==> config.mk <==
export PLATFORM = sky130hd
export DESIGN_NAME = cs_pin_unit
export DESIGN_NICKNAME = d
export VERILOG_FILES = /design/src/rtl/cs_pin_unit.sv
export SDC_FILE = /design/constraint.sdc
export NUM_CORES = 1
export LEC_CHECK = 0
export BUFFER_PORTS_ARGS = -buffer_cell sky130_fd_sc_hd__buf_2
export CORE_MARGIN = 5
export CORE_UTILIZATION = 35
export CTS_CLUSTER_SIZE = 8
export DETAILED_ROUTE_END_ITERATION = 8
export HOLD_SLACK_MARGIN = 0.08
export PLACE_DENSITY_LB_ADDON = 0.3
export SLEW_MARGIN = 20
export SYNTH_ARGS = -nofsm -noshare
export SYNTH_HDL_FRONTEND = slang
export SYNTH_SLANG_ARGS = --single-unit
export TNS_END_PERCENT = 100
==> constraint.sdc <==
create_clock -name clk -period 1 [get_ports clk]
set_input_delay 0.1 -clock clk [delete_from_list [all_inputs] [get_ports clk]]
set_output_delay 0.1 -clock clk [all_outputs]
set_load 0.02 [all_outputs]
==> src/rtl/cs_pin_unit.sv <==
module cs_pin_unit #(
  parameter int N = 8
) (
  input  logic           clk,
  input  logic           rst_n,
  input  logic           wr_en,
  input  logic           wr_addr,
  input  logic [2*N-1:0] wr_data,
  input  logic           rd_addr,
  output logic [2*N-1:0] rd_data,
  output logic [N-1:0]   cs_pin_o
);
  localparam logic CFG_ADDR   = 1'b0;
  localparam logic FORCE_ADDR = 1'b1;

  logic [N-1:0] sel_q, inv_q, act_q;
  logic [N-1:0] rel_bits, asrt_bits;

  assign rel_bits  = wr_data[2*N-1:N];
  assign asrt_bits = wr_data[N-1:0];

  always_ff @(posedge clk or negedge rst_n) begin
    if (!rst_n) begin
      sel_q <= '0;
      inv_q <= '0;
      act_q <= '0;
    end else if (wr_en) begin
      if (wr_addr == CFG_ADDR) begin
        sel_q <= rel_bits;
        inv_q <= asrt_bits;
      end else begin
        act_q <= (act_q | asrt_bits) & ~rel_bits;
      end
    end
  end

  assign cs_pin_o = ~(act_q & sel_q) ^ inv_q;
  assign rd_data  = (rd_addr == FORCE_ADDR) ? {{N{1'b0}}, act_q} : {sel_q, inv_q};
endmodule

==> results of run 1 <==
-- cell usage after synthesis (all sizes together) --
cell	count	area [um^2]
a21oi	8	40.0
a31oi	8	50.1
and2	1	7.51
buf	6	63.8
clkbuf	1	3.75
dfrtp	24	601
mux2	24	308
nand2	8	30.0
nor2b	9	63.8
xor2	8	70.1
-- metal layers --
metal  track usage [%]  vias to the layer above  part of all wire, %
met5                 0                        -                    0
met4                 0                        0                    0
met3              5.22                        0                  8.6
met2              23.2                       46                   51
met1              17.5                      503                   40
li1                  -                      490                    -
-- worst max-delay path by stage --
stage	startpoint	slack [ns]	cells past startpoint	to
2_1_floorplan	wr_en	0.004	5	inv_q[0]$_DFFE_PN0P_
3_3_place_gp	rd_addr	-0.01	3	rd_data[6]
3_5_place_dp	rd_addr	-0.03	3	rd_data[6]
4_1_cts	inv_q[0]$_DFFE_PN0P_	-0.27	2	rd_data[0]
5_1_grt	sel_q[2]$_DFFE_PN0P_	-0.33	3	cs_pin_o[2]
6_report	inv_q[6]$_DFFE_PN0P_	-0.25	2	rd_data[6]
-- cell families after synthesis --
kind of cell | synth area share, %
AOI/OAI and AO/OA | 7.28
xor gates and xnor gates | 5.66
buffers and inverters | 5.46
DFF | 48.5
muxes | 24.9
and+or+nand+nor | 8.19
-- per-stage QoR --
| stage | TNS [ns] | worst slack, ns | std cells | cell area [um^2] | total power, mW |
|---|---|---|---|---|---|
| 2_1_floorplan | 0 | 0.00439 | 97 | 1240 | 1.88 |
| 3_3_place_gp | -0.0630 | -0.0138 | 186 | 1510 | 2.18 |
| 3_5_place_dp | -0.254 | -0.0336 | 186 | 1510 | 2.21 |
| 4_1_cts | -5.01 | -0.270 | 212 | 1830 | 2.88 |
| 5_1_grt | -6.28 | -0.327 | 218 | 1940 | 3.15 |
| 6_report | -4.75 | -0.254 | 218 | 1940 | 2.97 |
-- power breakdown --
group | switching, mW | total, mW | internal, mW
clock | 0.266 | 0.407 | 0.141
combinational | 0.586 | 1.33 | 0.745
sequential | 0.118 | 1.23 | 1.12
total | 0.970 | 2.97 | 2.00
-- cell type report --
cell class	count	area, um^2
timing repair buffer	79	643
sequential	24	601
multi-input combinational	66	618
clock buffer	3	22.5
tap	46	57.6
fill	283	1450
-- registers in the layout, indices dropped and copies added (netlist names) --
register and flops:
act_q 8, inv_q 8, sel_q 8
-- repair_timing --
action,in CTS,in global routing
hold endpoints to repair,48,0
pin swaps,5,3
gates resized for setup,29,18
buffers inserted,6,6
endpoints found under the setup margin,24,24
hold buffers,17,0
-- worst min-delay path: stages --
cell and delay [ns]:
buf_2 0.10, buf_4 0.17, a31oi_1 0.09, a21oi_1 0.10
==> run metrics, run 1 <==
GRT Overall Usage 13.6%; Worst R2R Start inv_q[1]$_DFFE_PN0P_; Sink Count 24; Routed Antenna Nets 0; full die area 0.00482 mm^2; Post-Syn Instances 97; post-DP HPWL 2.10 mm; Skew-Pair Late Insertion Delay 0.30 ns; crit-path cells mux2_2 -> buf_6; DR vias/cell 4.77; Synth Warn # 0; Worst Clk Skew 0 ns; Leakage 0.937 nW; first-pass GRT wire length 5.49 mm; Hold EP act_q[7]$_DFFE_PN0P_; critical path class reg2out; NumNets Final 195; Initial Utilization 36.5%; crit-path max FO 3; final hold violations 0; total global routing overflow 0; CP delay by family, top flip-flops; vias after detailed routing 1039; Pwr Density 1530 mW/mm^2; GP Congestion 0.761; Final Util 57.3%; Bufs on Longest Clock Path 2; core area 0.00339 mm^2; CP max stage delay 0.43 ns; width of the die 69.5 um; result of the run complete, but fails checks; RSZ-0062 raised after global routing true; DRT iter0 DRCs 16; WL final 3.21 mm; io pins 45; first-pass detailed-route iteration total 4; worst hold stages 4; nature of the critical path endpoint output port; Residual DRC 0; Mean Syn Cell Area 12.8 um^2; Fmax 797 MHz; Die Ht 69.5 um; net count after synthesis 118; HP Start wr_en; Final min period 1.25 ns; initial antenna violation count 0; DR WL/cell 14.7 um; Synth cell types 14; clock slew at reported path FFs 0.12 ns; Setup Viol. Count Final 24; failing checks setup timing; largest net degree at the start of global routing 25; Hold Slack 0.291 ns; period utilization 125%; MaxCap Viol Count 0; worst path buffer plus inverter count 1; sequential area share after synthesis 48.5%; Slew Viols, Final 0; Inserted Diodes 0; layout cells sized above 1 55.2%; number of global-route vias before repair 1150; HP Class in2reg; FF+latch count, synth 24; Critical Path AT 1.15 ns; reg-to-reg endpoint inv_q[1]$_DFFE_PN0P_; slew margin rel. 63.9%; CTS tree done; peak supply drop 0.876 mV; Port Buf Inserts 44; synthesized cell area 0.00124 mm^2; Num CTS Buffers 3; worst-margin pin slew 0.541 ns; H-Tree Depth 1; most frequent cells in the layout dfrtp_1 (24), buf_4 (24), buf_2 (23); Crit path required time 0.90 ns; Critical Path Slowest Stage Cell dfrtp_1; R2R Setup Slk 0.08 ns; Root Driver clkbuf_4; Area Growth Syn to Fin 56.9%; crit start category flip-flop; post-route setup slack -0.254 ns; number of core rows 21; Register-to-Register Path Depth 2
Note: power is estimated with default switching activity, not from simulation.
==> run 2, diff against run 1 <==
==> constraint.sdc (replaced) <==
create_clock -name clk -period 1.4 [get_ports clk]
set_input_delay 0.14 -clock clk [delete_from_list [all_inputs] [get_ports clk]]
set_output_delay 0.14 -clock clk [all_outputs]
set_load 0.02 [all_outputs]
==> run 2 against run 1 <==
Effect of this change: the run now ends clean; via count fell by 9.5%; sequential power decreased by 28%; wire length is 9.6% lower; utilization down 7.3 points; clock-buffer cell count stayed put; worst setup slack better by 0.33 ns; register-to-register slack gained 0.52 ns; hold slack got worse by 0.042 ns; final cell count fell by 6.4%; power fell by 30%; global-route usage shrank 1.6 points; final area fell by 13%.
==> run metrics, run 2 (synthesis results as in run 1) <==
Area Growth Syn to Fin 36.8%; Skew-Pair Late Insertion Delay 0.31 ns; Num CTS Buffers 3; crit start category flip-flop; GP Congestion 0.764; nature of the critical path endpoint output port; final hold violations 0; Fmax 756 MHz; worst-margin pin slew 0.535 ns; clock slew at reported path FFs 0.14 ns; Residual DRC 0; Setup Viol. Count Final 0; placed instance area 0.00147 mm^2; post-DP HPWL 2.06 mm; core area 0.00339 mm^2; period utilization 94.4%; Inserted Diodes 0; first-pass GRT wire length 4.84 mm; initial antenna violation count 0; Root Driver clkbuf_4; crit-path max FO 3; H-Tree Depth 1; biggest regs act_q: 8 flops, inv_q: 8 flops, sel_q: 8 flops; Final min period 1.32 ns; number of core rows 21; peak supply drop 0.551 mV; Initial Utilization 36.5%; DR WL/cell 14.2 um; Leakage 0.803 nW; MaxCap Viol Count 0; NumNets Final 180; Setup TNS 0 ns; Final Util 49.9%; HP Class in2reg; result of the run finished, final reports clean; full die area 0.00482 mm^2; width of the die 69.5 um; critical path class reg2out; DR vias/cell 4.61; Sink Count 24; Crit path required time 1.26 ns; largest net degree at the start of global routing 25; WL final 2.90 mm; DRT iter0 DRCs 17; first-pass detailed-route iteration total 4; Pwr Density 1230 mW/mm^2; most frequent cells in the layout buf_2 (44), dfrtp_1 (24), dlygate4sd3_1 (17); Design Area, Final 0.00169 mm^2; number of global-route vias before repair 985; slew margin rel. 64.3%; vias after detailed routing 940; Routed Antenna Nets 0; Die Ht 69.5 um; GRT Overall Usage 12.1%; Port Buf Inserts 44; Slew Viols, Final 0; Critical Path AT 1.18 ns; commonest non-fill, non-tap cell in the layout buf_2; post-CTS sizing 0; Worst Clk Skew 0 ns; RSZ-0062 raised after global routing false; io pins 45; Hold Slack 0.249 ns; layout cells sized above 1 48.7%; CTS tree done; total global routing overflow 0; Bufs on Longest Clock Path 2
-- run 2: changes by cell type in the layout (fill, tap and decap cells not counted), sizes merged --
| cell | previous run | this run |
|---|---|---|
| bufinv | 0 | 1 |
| buf | 62 | 47 |
-- run 2: report_power, final --
part	leakage (nW)	switching [mW]	total, mW	internal [mW]
logic	0.492	0.363	0.690	0.327
clock network	0.0279	0.219	0.508	0.289
registers	0.283	0.0866	0.884	0.798
-- run 2: layout make-up --
| cell class | count | area [um^2] |
|---|---|---|
| Fill cell | 300 | 1700 |
| Tap cell | 46 | 57.6 |
| Sequential cell | 24 | 601 |
| Clock inverter | 1 | 30.0 |
| Timing Repair Buffer | 64 | 413 |
| Clock buffer | 3 | 22.5 |
| Multi-Input combinational cell | 66 | 569 |
-- run 2: per-stage QoR --
| step | instances | power (mW) | worst slack (ns) |
|---|---|---|---|
| 4_1_cts | 203 | 2.09 | 0.0697 |
| 3_5_place_dp | 183 | 1.56 | 0.251 |
| 5_1_grt | 204 | 2.19 | 0.0222 |
| 3_3_place_gp | 183 | 1.54 | 0.282 |
| 6_report | 204 | 2.08 | 0.0779 |
| 2_1_floorplan | 97 | 1.34 | 0.356 |
-- run 2: path summary, 6_finish.rpt --
kind                                            from                    to  slack, ns  depth (start not counted)
worst max-delay path            inv_q[4]$_DFFE_PN0P_            rd_data[4]       0.08                          2
worst min-delay path                         wr_addr  act_q[3]$_DFFE_PN0P_       0.25                          3
worst max register to register  inv_q[1]$_DFFE_PN0P_  inv_q[1]$_DFFE_PN0P_       0.60                          1
worst min register to register  sel_q[4]$_DFFE_PN0P_  sel_q[4]$_DFFE_PN0P_       0.56                          1
max in group asynchronous                      rst_n  inv_q[5]$_DFFE_PN0P_       0.73                          2
min in group asynchronous                      rst_n  act_q[3]$_DFFE_PN0P_       0.31                          2
-- run 2: worst max-delay path: stages, from the launching register on --
cell     delay (ns)
dfrtp_1        0.43
mux2_2         0.28
buf_2          0.16
-- run 2: routing by layer --
layer / global-route usage (%) / up-vias / wire (um) / share of wire, %
met4: 1.95 / 0 / 0 / 0
met2: 19.1 / 33 / 1300 / 45
met1: 16.8 / 453 / 1400 / 48
li1: - / 454 / - / -
met3: 3.19 / 0 / 197 / 6.8
met5: 0 / - / 0 / 0
-- run 2: repair_timing --
| item | in CTS | in global routing |
|---|---|---|
| hold endpoints to repair | 47 | 1 |
| setup buffers | 0 | 0 |
| hold buffers | 16 | 1 |
